===== src/rtl/pbl_pkg.sv =====
package pbl_pkg;

    typedef enum logic [2:0] {
        ST_STRAP = 3'd0,
        ST_BYTE  = 3'd1,
        ST_BWR   = 3'd2,
        ST_HEN   = 3'd3,
        ST_HWAIT = 3'd4,
        ST_HWR   = 3'd5,
        ST_FIN   = 3'd6,
        ST_RUN   = 3'd7
    } boot_st_e;

    localparam logic [1:0] MODE_LOAD = 2'd0;
    localparam logic [1:0] MODE_EXEC = 2'd2;

    function automatic logic st_loading(boot_st_e s);
        return !(s == ST_FIN || s == ST_RUN);
    endfunction

    function automatic logic st_writes(boot_st_e s);
        return (s == ST_BWR) || (s == ST_HWR);
    endfunction

    function automatic logic st_host(boot_st_e s);
        return (s == ST_HEN) || (s == ST_HWAIT) || (s == ST_HWR);
    endfunction

endpackage


===== src/rtl/pbl_word_ctr.sv =====
module pbl_word_ctr #(
    parameter int WORDS = 512,
    localparam int IW = $clog2(WORDS)
) (
    input  logic          clk,
    input  logic          rst,
    input  logic          step,
    output logic [IW-1:0] idx,
    output logic          at_last
);
    localparam logic [IW-1:0] LAST = IW'(WORDS - 1);

    always_ff @(posedge clk) begin
        if (rst)       idx <= '0;
        else if (step) idx <= idx + 1'b1;
    end

    assign at_last = (idx == LAST);
endmodule


===== src/rtl/pbl_byte_pack.sv =====
module pbl_byte_pack #(
    parameter int WORD_W = 24,
    localparam int LANES = WORD_W / 8,
    localparam int LW = (LANES > 1) ? $clog2(LANES) : 1
) (
    input  logic              clk,
    input  logic              rst,
    input  logic              take,
    input  logic [7:0]        byte_in,
    output logic [WORD_W-1:0] word,
    output logic              full
);
    localparam logic [LW-1:0] LAST_LANE = LW'(LANES - 1);

    logic [LW-1:0] lane;

    always_ff @(posedge clk) begin
        if (rst)
            lane <= '0;
        else if (take)
            lane <= (lane == LAST_LANE) ? '0 : lane + 1'b1;
    end

    for (genvar g = 0; g < LANES; g++) begin : g_lane
        always_ff @(posedge clk) begin
            if (rst)
                word[g*8 +: 8] <= '0;
            else if (take && lane == LW'(g))
                word[g*8 +: 8] <= byte_in;
        end
    end

    assign full = take && (lane == LAST_LANE);
endmodule


===== src/rtl/pbl_rd_ptr.sv =====
module pbl_rd_ptr #(
    parameter int              AW   = 16,
    parameter logic [AW-1:0]   BASE = 16'hC000
) (
    input  logic          clk,
    input  logic          rst,
    input  logic          step,
    output logic [AW-1:0] addr
);
    always_ff @(posedge clk) begin
        if (rst)       addr <= BASE;
        else if (step) addr <= addr + 1'b1;
    end
endmodule


===== src/rtl/pram_boot_seq.sv =====
module pram_boot_seq
    import pbl_pkg::*;
#(
    parameter int              WORDS     = 512,
    parameter int              WORD_W    = 24,
    parameter int              EXT_AW    = 16,
    parameter logic [EXT_AW-1:0] BOOT_BASE = 16'hC000,
    parameter int              STRAP_BIT = 23,
    localparam int             IW        = $clog2(WORDS)
) (
    input  logic              clk,
    input  logic              rst,
    output logic              ext_req,
    output logic [EXT_AW-1:0] ext_addr,
    input  logic              ext_ack,
    input  logic [WORD_W-1:0] ext_rdata,
    output logic              host_en,
    input  logic              host_valid,
    input  logic [WORD_W-1:0] host_data,
    input  logic              host_flag0,
    output logic              host_pop,
    output logic              ram_we,
    output logic [IW-1:0]     ram_addr,
    output logic [WORD_W-1:0] ram_wdata,
    output logic              busy,
    output logic              start,
    output logic [1:0]        op_mode
);
    boot_st_e          st, st_nx;
    logic              byte_take, pack_full, at_last;
    logic [WORD_W-1:0] pack_word, host_hold;
    logic              unused_rdata;

    assign unused_rdata = ^ext_rdata;

    assign byte_take = (st == ST_BYTE) && ext_ack;
    assign host_pop  = (st == ST_HWAIT) && !host_flag0 && host_valid;

    pbl_rd_ptr #(.AW(EXT_AW), .BASE(BOOT_BASE)) i_ptr (
        .clk (clk), .rst (rst), .step (byte_take), .addr (ext_addr)
    );

    pbl_byte_pack #(.WORD_W(WORD_W)) i_pack (
        .clk (clk), .rst (rst), .take (byte_take),
        .byte_in (ext_rdata[7:0]), .word (pack_word), .full (pack_full)
    );

    pbl_word_ctr #(.WORDS(WORDS)) i_ctr (
        .clk (clk), .rst (rst), .step (ram_we),
        .idx (ram_addr), .at_last (at_last)
    );

    always_ff @(posedge clk) begin
        if (rst)           host_hold <= '0;
        else if (host_pop) host_hold <= host_data;
    end

    always_comb begin
        st_nx = st;
        case (st)
            ST_STRAP: if (ext_ack) st_nx = ext_rdata[STRAP_BIT] ? ST_BYTE : ST_HEN;
            ST_BYTE:  if (pack_full) st_nx = ST_BWR;
            ST_BWR:   st_nx = at_last ? ST_FIN : ST_BYTE;
            ST_HEN:   st_nx = ST_HWAIT;
            ST_HWAIT: begin
                if (host_flag0)      st_nx = ST_FIN;
                else if (host_valid) st_nx = ST_HWR;
            end
            ST_HWR:   st_nx = at_last ? ST_FIN : ST_HWAIT;
            ST_FIN:   st_nx = ST_RUN;
            default:  st_nx = ST_RUN;
        endcase
    end

    always_ff @(posedge clk) begin
        if (rst) st <= ST_STRAP;
        else     st <= st_nx;
    end

    assign ext_req   = (st == ST_STRAP) || (st == ST_BYTE);
    assign host_en   = st_host(st);
    assign ram_we    = st_writes(st);
    assign ram_wdata = (st == ST_BWR) ? pack_word : host_hold;
    assign busy      = st_loading(st);
    assign start     = (st == ST_FIN);
    assign op_mode   = st_loading(st) ? MODE_LOAD : MODE_EXEC;
endmodule


===== config.mk =====
export PLATFORM = sky130hd
export DESIGN_NAME = pram_boot_seq
export DESIGN_NICKNAME = d
export VERILOG_FILES = /design/src/rtl/pbl_pkg.sv /design/src/rtl/pbl_word_ctr.sv /design/src/rtl/pbl_byte_pack.sv /design/src/rtl/pbl_rd_ptr.sv /design/src/rtl/pram_boot_seq.sv
export SDC_FILE = /design/constraint.sdc
export NUM_CORES = 1
export LEC_CHECK = 0
export ABC_AREA = 0
export ABC_CLOCK_PERIOD_IN_PS = 3800
export BUFFER_PORTS_ARGS = -buffer_cell sky130_fd_sc_hd__buf_4
export CORE_ASPECT_RATIO = 1.2
export CORE_MARGIN = 5
export CORE_UTILIZATION = 48
export DETAILED_ROUTE_END_ITERATION = 10
export GPL_TIMING_DRIVEN = 0
export MAX_ROUTING_LAYER = met4
export PLACE_DENSITY = 0.84
export SLEW_MARGIN = 20
export SYNTH_ARGS = -nofsm -noshare
export SYNTH_HDL_FRONTEND = slang
export SYNTH_SLANG_ARGS = --single-unit

===== constraint.sdc =====
create_clock -name clk -period 3.8 [get_ports clk]
set_input_delay 0.19 -clock clk [delete_from_list [all_inputs] [get_ports clk]]
set_output_delay 0.19 -clock clk [all_outputs]
set_load 0.02 [all_outputs]

==> qor.json, run 1 <==
{
  "clock_network": {
    "cts-hold-fix-buffers": 0,
    "postCtsResizedCells": 0,
    "clkSlewWorstSetupHoldPaths_ps": 90,
    "max-clock-path-buffers": 2,
    "cts.sinks": 78,
    "cts_post_setup_buffers_inserted": 0,
    "clock_latency_on_the_worst_skew_pair_ps": 360,
    "tritoncts": "yes",
    "cts_inserted_buffers": 9,
    "clock-root-buffer": "sky130_fd_sc_hd__clkbuf_8",
    "cts-htree-levels": 3
  },
  "synthesis": {
    "syn-num-nets": 495,
    "synthDistinctLibCells": 39,
    "async_flop_share_pct": 0,
    "basic_gate_share_of_the_synthesized_area_counting_and_or_nand_and_nor_cells_pct": 28.80,
    "share_of_the_synthesized_area_in_the_top_cell_type_pct": 45.43,
    "synth_enable_flop_cells": 0,
    "dominant_combinational_cell_family_by_area_after_synthesis": "simple AND/OR/NAND/NOR gates",
    "dominant_cell_type_by_area_after_synthesis": "sky130_fd_sc_hd__dfxtp_1",
    "yosys_warnings": 0,
    "post_synth_main_area_contributors": "sky130_fd_sc_hd__dfxtp_1, sky130_fd_sc_hd__nand2_1, sky130_fd_sc_hd__mux2i_1",
    "syn_area_sq_mm": 0.003437,
    "syn_inst": 439,
    "mean_cell_area_of_the_mapped_netlist_sq_um": 7.829,
    "synth_seq_cells": 78,
    "synthMuxAreaShare_pct": 7.572,
    "synth_flop_cell": "sky130_fd_sc_hd__dfxtp_1",
    "synth-adder-area-share_pct": 1.092,
    "part_of_the_yosys_area_used_for_sequential_elements_pct": 45.43,
    "synth_xor_xnor_area_share_pct": 4.077,
    "compound_gate_fraction_of_synth_area_pct": 8.846
  },
  "floorplan": {
    "fp.dieArea_sq_mm": 0.008960,
    "core_region_area_sq_mm": 0.006895,
    "number_of_cell_rows": 33,
    "ios": 110,
    "dieWidth_microns": 87.25,
    "vert_die_dim_microns": 102.7,
    "floorplan.initialDensity_pct": 49.85
  },
  "drt": {
    "firstDrtPassIters": 4,
    "dr_total_vias": 3284,
    "avgRoutedWirePerCell_microns": 13.55,
    "totalWireLength_microns": 8606,
    "postRouteAntennaNets": 0,
    "viasPerCell": 5.172,
    "drc_errors": 0,
    "drt-initial-drc-count": 138
  },
  "min_path": {
    "worstHoldPathType": "in2reg"
  },
  "placement": {
    "dp_hpwl_microns": 6596,
    "gp_congestion": 0.8428,
    "port_buffers": 93,
    "post-place-cells": 619,
    "place_worst_setup_slack_ps": 1708
  },
  "global_route": {
    "gr-total-overflow": 0,
    "grt_usage_pct": 20.14,
    "grt_antenna_before_repair": 0,
    "grt_pass1_wl_microns": 14010,
    "grt_pass1_vias": 3240,
    "grt_start_max_net_pins": 16
  },
  "cells_and_area": {
    "multi_input_area_sq_mm": 0.001735,
    "stdcell_count": 635,
    "final_common_cell": "sky130_fd_sc_hd__nand2_1",
    "layout.cells.most_common_list": "sky130_fd_sc_hd__nand2_1, sky130_fd_sc_hd__buf_4, sky130_fd_sc_hd__dfxtp_1",
    "nNetsFinal": 599,
    "num-fill-cells": 605,
    "antenna-diode-count": 0,
    "drive_above_1_share_pct": 22.08,
    "syn_to_final_growth_pct": 28.80,
    "final-seq-area_sq_mm": 0.001562
  },
  "critical_path": {
    "cp_top_delay_family": "buffers and inverters",
    "critPathSlowestCell": "sky130_fd_sc_hd__clkbuf_1",
    "critPathRequiredTime_ps": 3610,
    "worstPathMaxFanout": 10,
    "worst_path_most_repeated_cell": "sky130_fd_sc_hd__clkbuf_1",
    "critPathBufInv": 4,
    "critical_path_class": "reg2out",
    "critical_path.startpoint_type": "flop",
    "critical-path-max-stage-delay_ps": 420,
    "worst-endpoint-arrival_ps": 2310,
    "critPathCaptureType": "output pin",
    "crit_path_cell_trace": "or3b_1 -> clkbuf_1 -> clkbuf_1 -> clkbuf_1 -> nand2_1 -> nand2_1 -> buf_4"
  },
  "timing": {
    "layout_setup_ws_ps": 1299,
    "timing.final.max_slew_violations": 0,
    "worst_slew_margin_rel_pct": 65.67,
    "tightestPinTransition_ps": 514.9,
    "timing.fmax_mhz": 399.9,
    "final-setup-viol-count": 0,
    "clock-skew-final_ps": 8.897,
    "fin_setup_tns_ps": 0,
    "hold-worst-slack_ps": 66.62,
    "hold_viol": 0,
    "final.period_utilization_pct": 65.81,
    "period_minus_slack_ps": 2501,
    "unrepaired_setup_endpoints_after_global_routing": "no"
  },
  "pwr": {
    "power.total_w": 0.001655,
    "static-leakage-power_nw": 1.950,
    "vdd.ir_drop.worst_uv": 204.8,
    "p_per_area_mw_per_mm2": 373.9
  },
  "flow_run": {
    "drv_cap": 0
  },
  "outcome": {
    "status": "complete, no violations"
  }
}
[final cells by class]
| class | instances | share of cell area, % |
|---|---|---|
| multi-input cells | 327 | 39.20 |
| plain buffers | 27 | 2.572 |
| repair buffers | 93 | 15.77 |
| flip-flops and latches | 78 | 35.27 |
| clock inverters | 7 | 1.328 |
| inverters | 7 | 0.5936 |
| well taps | 87 | 2.459 |
| clock buffers | 9 | 2.798 |
[flip-flops by register name, summed over array words and instances (netlist names)]
signal and count:
st 3, i_pack.lane 2, i_ptr.addr 16, i_pack.word 24, i_ctr.idx 9, host_hold 24
[Yosys cell counts, types with 2 or more instances]
| cell type | number |
|---|---|
| sky130_fd_sc_hd__a21oi_1 | 35 |
| sky130_fd_sc_hd__buf_2 | 7 |
| sky130_fd_sc_hd__nor3_1 | 2 |
| sky130_fd_sc_hd__nand4_1 | 6 |
| sky130_fd_sc_hd__o22ai_1 | 2 |
| sky130_fd_sc_hd__a211oi_1 | 5 |
| sky130_fd_sc_hd__o21ai_0 | 6 |
| sky130_fd_sc_hd__xor2_1 | 2 |
| sky130_fd_sc_hd__or3_1 | 6 |
| sky130_fd_sc_hd__nor2_1 | 49 |
| sky130_fd_sc_hd__nor4_1 | 6 |
| sky130_fd_sc_hd__clkbuf_1 | 18 |
| sky130_fd_sc_hd__xnor2_1 | 14 |
| sky130_fd_sc_hd__nand3_1 | 9 |
| sky130_fd_sc_hd__inv_1 | 6 |
| sky130_fd_sc_hd__dfxtp_1 | 78 |
| sky130_fd_sc_hd__nand3b_1 | 3 |
| sky130_fd_sc_hd__nand2b_1 | 3 |
| sky130_fd_sc_hd__ha_1 | 3 |
| sky130_fd_sc_hd__nand2_1 | 135 |
| sky130_fd_sc_hd__mux2i_1 | 26 |
[logic make-up after synthesis]
kind of cell / after synthesis
AO/OA/AOI/OAI: 54
flip-flops: 78
AND/OR/NAND/NOR: 227
XOR/XNOR: 16
multiplexers: 26
other: 1
buffers and inverters: 34
adder cells (fa/ha/maj): 3
[report_power, final]
group	switching, W	internal, W	total, W
clock network	0.000334	0.000246	0.000580
logic	0.000127	0.0000935	0.000220
registers	0.0000183	0.000837	0.000855
total	0.000479	0.00118	0.00166
[through the flow]
| stage | util, % | area, sq um |
|---|---|---|
| 2_1_floorplan | - | 3437 |
| 3_3_place_gp | 61.55 | 4244 |
| 3_5_place_dp | 61.55 | 4244 |
| 4_1_cts | 64.20 | 4427 |
| 5_1_grt | 64.20 | 4427 |
| 6_report | 64.20 | 4427 |
[per-layer routing]
metal | global-route usage [%] | up-vias | wire (microns)
met5 | - | - | 0
met4 | 9.091 | 0 | 221
met3 | 4.157 | 21 | 606
met2 | 34.51 | 106 | 4224
met1 | 22.40 | 1503 | 3554
li1 | - | 1654 | -
[worst min-delay path, delay by kind of cell]
family,cells,cell delay [ps]
and+or+nand+nor,1,40
buffers and inverters,1,110
AOI/OAI and AO/OA,1,50
[path summary, 6_finish.rpt]
check | from | slack [ps] | cells past startpoint | endpoint
worst min-delay path | host_data[12] | 70 | 3 | host_hold[12]
worst min register to register | host_hold[2] | 460 | 2 | host_hold[2]
worst max-delay path | st[2] | 1300 | 7 | ram_wdata[18]
worst max register to register | st[0] | 1890 | 6 | host_hold[14]
Note: power is estimated with default switching activity, not from simulation.
==> inputs of run 2 (changes only) <==
Settings changed: ABC_AREA 0 to 1, ABC_CLOCK_PERIOD_IN_PS 3800 to 2100, CORE_UTILIZATION 48 to 46.
Clock period 3.8 ns to 2.1 ns, I/O delays scaled along.
==> run 2 against run 1 <==
Against the previous run:
- sequential share of layout area fell by 2.2 points
- die area up 9.0%
- setup slack got worse by 1100 ps
- cell count increased by 13%
- register-to-register slack worse by 1400 ps
- synthesized area rose by 5.5%
- critical endpoint is now ram_wdata[15]
- largest cell class unchanged
- highest routed layer unchanged
==> qor.json, run 2 <==
{
  "outcome": {
    "status": "complete, no violations"
  },
  "timing": {
    "worst_slew_margin_rel": {"value": 66.18, "unit": "%", "change": "+0.50 points"},
    "final.period_utilization_pct": 90.02,
    "timing.final.max_slew_violations": {"value": 0, "change": "unchanged"},
    "period_minus_slack_ps": 1891,
    "hold_viol": {"value": 0, "change": "unchanged"},
    "timing.fmax_mhz": 529.0,
    "clock-skew-final": {"value": 14.30, "unit": "ps", "change": "+5.399 ps"},
    "final-setup-viol-count": {"value": 0, "change": "unchanged"},
    "tightestPinTransition": {"value": 507.4, "unit": "ps", "change": "-7.560 ps"},
    "fin_setup_tns": {"value": 0, "unit": "ps", "change": "unchanged"},
    "unrepaired_setup_endpoints_after_global_routing": "no"
  },
  "global_route": {
    "grt_pass1_wl": {"value": 16130, "unit": "microns", "change": "+15%"},
    "grt_start_max_net_pins": {"value": 15, "change": "-1"},
    "grt_antenna_before_repair": {"value": 0, "change": "unchanged"},
    "gr-total-overflow": {"value": 0, "change": "unchanged"},
    "grt_pass1_vias": {"value": 3597, "change": "+11%"},
    "grt_usage": {"value": 20.51, "unit": "%", "change": "+0.38 points"}
  },
  "critical_path": {
    "critical_path.startpoint_type": "flop",
    "worst-endpoint-arrival": {"value": 1790, "unit": "ps", "change": "-520 ps"},
    "critPathRequiredTime": {"value": 2000, "unit": "ps", "change": "-1610 ps"},
    "launching_instance_or_port_of_the_critical_path": "st[2]",
    "critical_path_class": "reg2out",
    "r2r_start": "i_ctr.idx[0]",
    "worstPathMaxFanout": {"value": 10, "change": "unchanged"},
    "critPathCaptureType": "output pin"
  },
  "clock_network": {
    "clock_latency_on_the_worst_skew_pair": {"value": 360, "unit": "ps", "change": "about the same"},
    "cts-htree-levels": {"value": 3, "change": "unchanged"},
    "tritoncts": "yes",
    "cts_inserted_buffers": {"value": 9, "change": "unchanged"},
    "cts.sinks": {"value": 78, "change": "unchanged"},
    "clkSlewWorstSetupHoldPaths": {"value": 90, "unit": "ps", "change": "about the same"},
    "max-clock-path-buffers": {"value": 2, "change": "unchanged"},
    "clock-root-buffer": "sky130_fd_sc_hd__clkbuf_8"
  },
  "synthesis": {
    "synth_seq_cells": {"value": 78, "change": "unchanged"},
    "dominant_combinational_cell_family_by_area_after_synthesis": "simple AND/OR/NAND/NOR gates",
    "post_synth_main_area_contributors": "sky130_fd_sc_hd__dfxtp_1, sky130_fd_sc_hd__nand2_1, sky130_fd_sc_hd__nor2_1",
    "part_of_the_yosys_area_used_for_sequential_elements": {"value": 43.05, "unit": "%", "change": "-2.4 points"},
    "dominant_cell_type_by_area_after_synthesis": "sky130_fd_sc_hd__dfxtp_1",
    "synth_enable_flop_cells": {"value": 0, "change": "unchanged"},
    "mean_cell_area_of_the_mapped_netlist": {"value": 7.098, "unit": "sq um", "change": "-9.3%"},
    "synth-adder-area-share": {"value": 1.035, "unit": "%", "change": "-0.057 points"},
    "synth_xor_xnor_area_share": {"value": 0, "unit": "%", "change": "-4.1 points"},
    "synth_most_common_cell": "sky130_fd_sc_hd__nand2_1",
    "synth_flop_cell": "sky130_fd_sc_hd__dfxtp_1",
    "share_of_the_synthesized_area_in_the_top_cell_type": {"value": 43.05, "unit": "%", "change": "-2.4 points"},
    "synthDistinctLibCells": {"value": 38, "change": "-2.6%"},
    "basic_gate_share_of_the_synthesized_area_counting_and_or_nand_and_nor_cells": {"value": 27.46, "unit": "%", "change": "-1.3 points"},
    "syn-num-nets": {"value": 567, "change": "+15%"},
    "syn_inst": {"value": 511, "change": "+16%"},
    "async_flop_share": {"value": 0, "unit": "%", "change": "unchanged"},
    "synthMuxAreaShare": {"value": 0, "unit": "%", "change": "-7.6 points"},
    "syn_area": {"value": 0.003627, "unit": "sq mm", "change": "+5.5%"},
    "compound_gate_fraction_of_synth_area": {"value": 18.25, "unit": "%", "change": "+9.4 points"},
    "yosys_warnings": {"value": 0, "change": "unchanged"},
    "synth_top_cells_by_count": "sky130_fd_sc_hd__nand2_1, sky130_fd_sc_hd__dfxtp_1, sky130_fd_sc_hd__nor2_1"
  },
  "drt": {
    "drc_errors": {"value": 0, "change": "unchanged"},
    "viasPerCell": {"value": 5.180, "change": "+0.16%"},
    "avgRoutedWirePerCell": {"value": 13.43, "unit": "microns", "change": "-0.91%"},
    "firstDrtPassIters": {"value": 5, "change": "+1"},
    "postRouteAntennaNets": {"value": 0, "change": "unchanged"},
    "totalWireLength": {"value": 9629, "unit": "microns", "change": "+12%"},
    "drt-initial-drc-count": {"value": 193, "change": "+40%"},
    "dr_total_vias": {"value": 3714, "change": "+13%"}
  },
  "pwr": {
    "power.total": {"value": 0.003678, "unit": "W", "change": "+120%"},
    "p_per_area": {"value": 778.4, "unit": "mW/mm^2", "change": "+110%"},
    "vdd.ir_drop.worst": {"value": 392.6, "unit": "uV", "change": "+92%"},
    "static-leakage-power": {"value": 2.012, "unit": "nW", "change": "+3.2%"}
  },
  "placement": {
    "dp_hpwl": {"value": 7383, "unit": "microns", "change": "+12%"},
    "port_buffers": {"value": 92, "change": "-1.1%"},
    "post_dp_cell_area": {"value": 0.004433, "unit": "sq mm", "change": "+4.5%"},
    "gp_congestion": {"value": 0.9399, "change": "+12%"}
  },
  "cells_and_area": {
    "antenna-diode-count": {"value": 0, "change": "unchanged"},
    "finish.instance_area": {"value": 0.004725, "unit": "sq mm", "change": "+6.7%"},
    "syn_to_final_growth_pct": 30.25,
    "nNetsFinal": {"value": 676, "change": "+13%"},
    "num-fill-cells": {"value": 683, "change": "+13%"},
    "drive_above_1_share": {"value": 23.52, "unit": "%", "change": "+1.4 points"},
    "top_regs": "host_hold: 24 flops, i_pack.word: 24 flops, i_ptr.addr: 16 flops",
    "final_common_cell": "sky130_fd_sc_hd__nand2_1",
    "layout.cells.most_common_list": "sky130_fd_sc_hd__nand2_1, sky130_fd_sc_hd__buf_4, sky130_fd_sc_hd__dfxtp_1"
  },
  "floorplan": {
    "number_of_cell_rows": {"value": 35, "change": "+6.1%"},
    "dieWidth": {"value": 91.06, "unit": "microns", "change": "+4.4%"},
    "floorplan.initialDensity": {"value": 47.06, "unit": "%", "change": "-2.8 points"},
    "fp.dieArea": {"value": 0.009768, "unit": "sq mm", "change": "+9.0%"},
    "vert_die_dim": {"value": 107.3, "unit": "microns", "change": "+4.5%"},
    "ios": {"value": 110, "change": "unchanged"},
    "core_region_area": {"value": 0.007707, "unit": "sq mm", "change": "+12%"}
  },
  "flow_run": {
    "drv_cap": {"value": 0, "change": "unchanged"}
  },
  "min_path": {
    "hold_start": "host_data[5]",
    "worstHoldPathType": "in2reg"
  }
}
-- run 2: cell types whose count changed in the layout (fill, tap and decap cells not counted), moves of 7 or more --
cell and delta:
sky130_fd_sc_hd__a21oi_1 +12, sky130_fd_sc_hd__o21ai_1 +45, sky130_fd_sc_hd__clkbuf_1 -10, sky130_fd_sc_hd__inv_1 +44
sky130_fd_sc_hd__mux2i_1 -26, sky130_fd_sc_hd__o21ai_0 +24, sky130_fd_sc_hd__nor2_1 +24, sky130_fd_sc_hd__xnor2_1 -14
sky130_fd_sc_hd__nand3_1 +7, sky130_fd_sc_hd__nand2_1 -28
-- run 2: final cells by class --
type | instances | area (sq um) | area share, %
plain buffers | 20 | 130.1 | 2.754
flip-flops and latches | 78 | 1562 | 33.05
inverters | 61 | 237.7 | 5.032
clock inverters | 6 | 92.59 | 1.960
clock buffers | 10 | 137.6 | 2.913
repair buffers | 98 | 750.7 | 15.89
well taps | 92 | 115.1 | 2.436
multi-input cells | 352 | 1699 | 35.96
-- run 2: what timing repair did --
action	in CTS	in global routing
hold endpoints to repair	5	1
buffers inserted	0	0
resized for setup	0	2
hold buffers	5	1
setup endpoints to repair	0	8
-- run 2: power by group --
| group | leakage [nW] | switching [W] | internal (W) |
|---|---|---|---|
| clock | 0.109 | 0.000577 | 0.000708 |
| combinational | 1.27 | 0.000473 | 0.000297 |
| sequential | 0.631 | 0.0000622 | 0.00156 |
| total | 2.01 | 0.00111 | 0.00257 |
-- run 2: cells by family after synthesis --
kind of cell               count (synthesis)
adders and majority gates                  3
buffers and inverters                     81
AOI/OAI and AO/OA                        128
and+or+nand+nor                          220
other                                      1
DFF                                       78
-- run 2: critical path, stage by stage (launching register included) --
cell and delay (ps):
sky130_fd_sc_hd__dfxtp_1 390, sky130_fd_sc_hd__inv_4 130, sky130_fd_sc_hd__nand3_4 150, sky130_fd_sc_hd__inv_2 140
sky130_fd_sc_hd__clkbuf_1 310, sky130_fd_sc_hd__o21ai_0 140, sky130_fd_sc_hd__buf_4 170
-- run 2: routing by layer --
metal / up-vias / global-route usage [%] / part of all wire (%)
met3: 21 / 5.385 / 6.5
met5: - / - / 0
met1: 1688 / 23.12 / 40
met4: 0 / 6.289 / 2.0
met2: 145 / 35.57 / 51
li1: 1860 / - / -
-- run 2: stage by stage --
| stage | setup slack, ps | instances | hold WS, ps | util (%) |
|---|---|---|---|---|
| floorplan | 552.4 | 511 | 249.6 | - |
| global placement | 522.8 | 695 | 365.1 | 57.52 |
| detailed placement | 454.9 | 695 | 371.2 | 57.52 |
| CTS | 114.3 | 716 | 0.3347 | 61.15 |
| global route | 43.55 | 717 | 9.867 | 61.30 |
| finish | 209.5 | 717 | 9.300 | 61.30 |
-- run 2: path summary, 6_finish.rpt --
kind / cells after the start / end / slack (ps)
min reg2reg: 2 / host_hold[10] / 450
max: 6 / ram_wdata[15] / 210
max reg2reg: 7 / st[0] / 460
min: 3 / host_hold[5] / 9
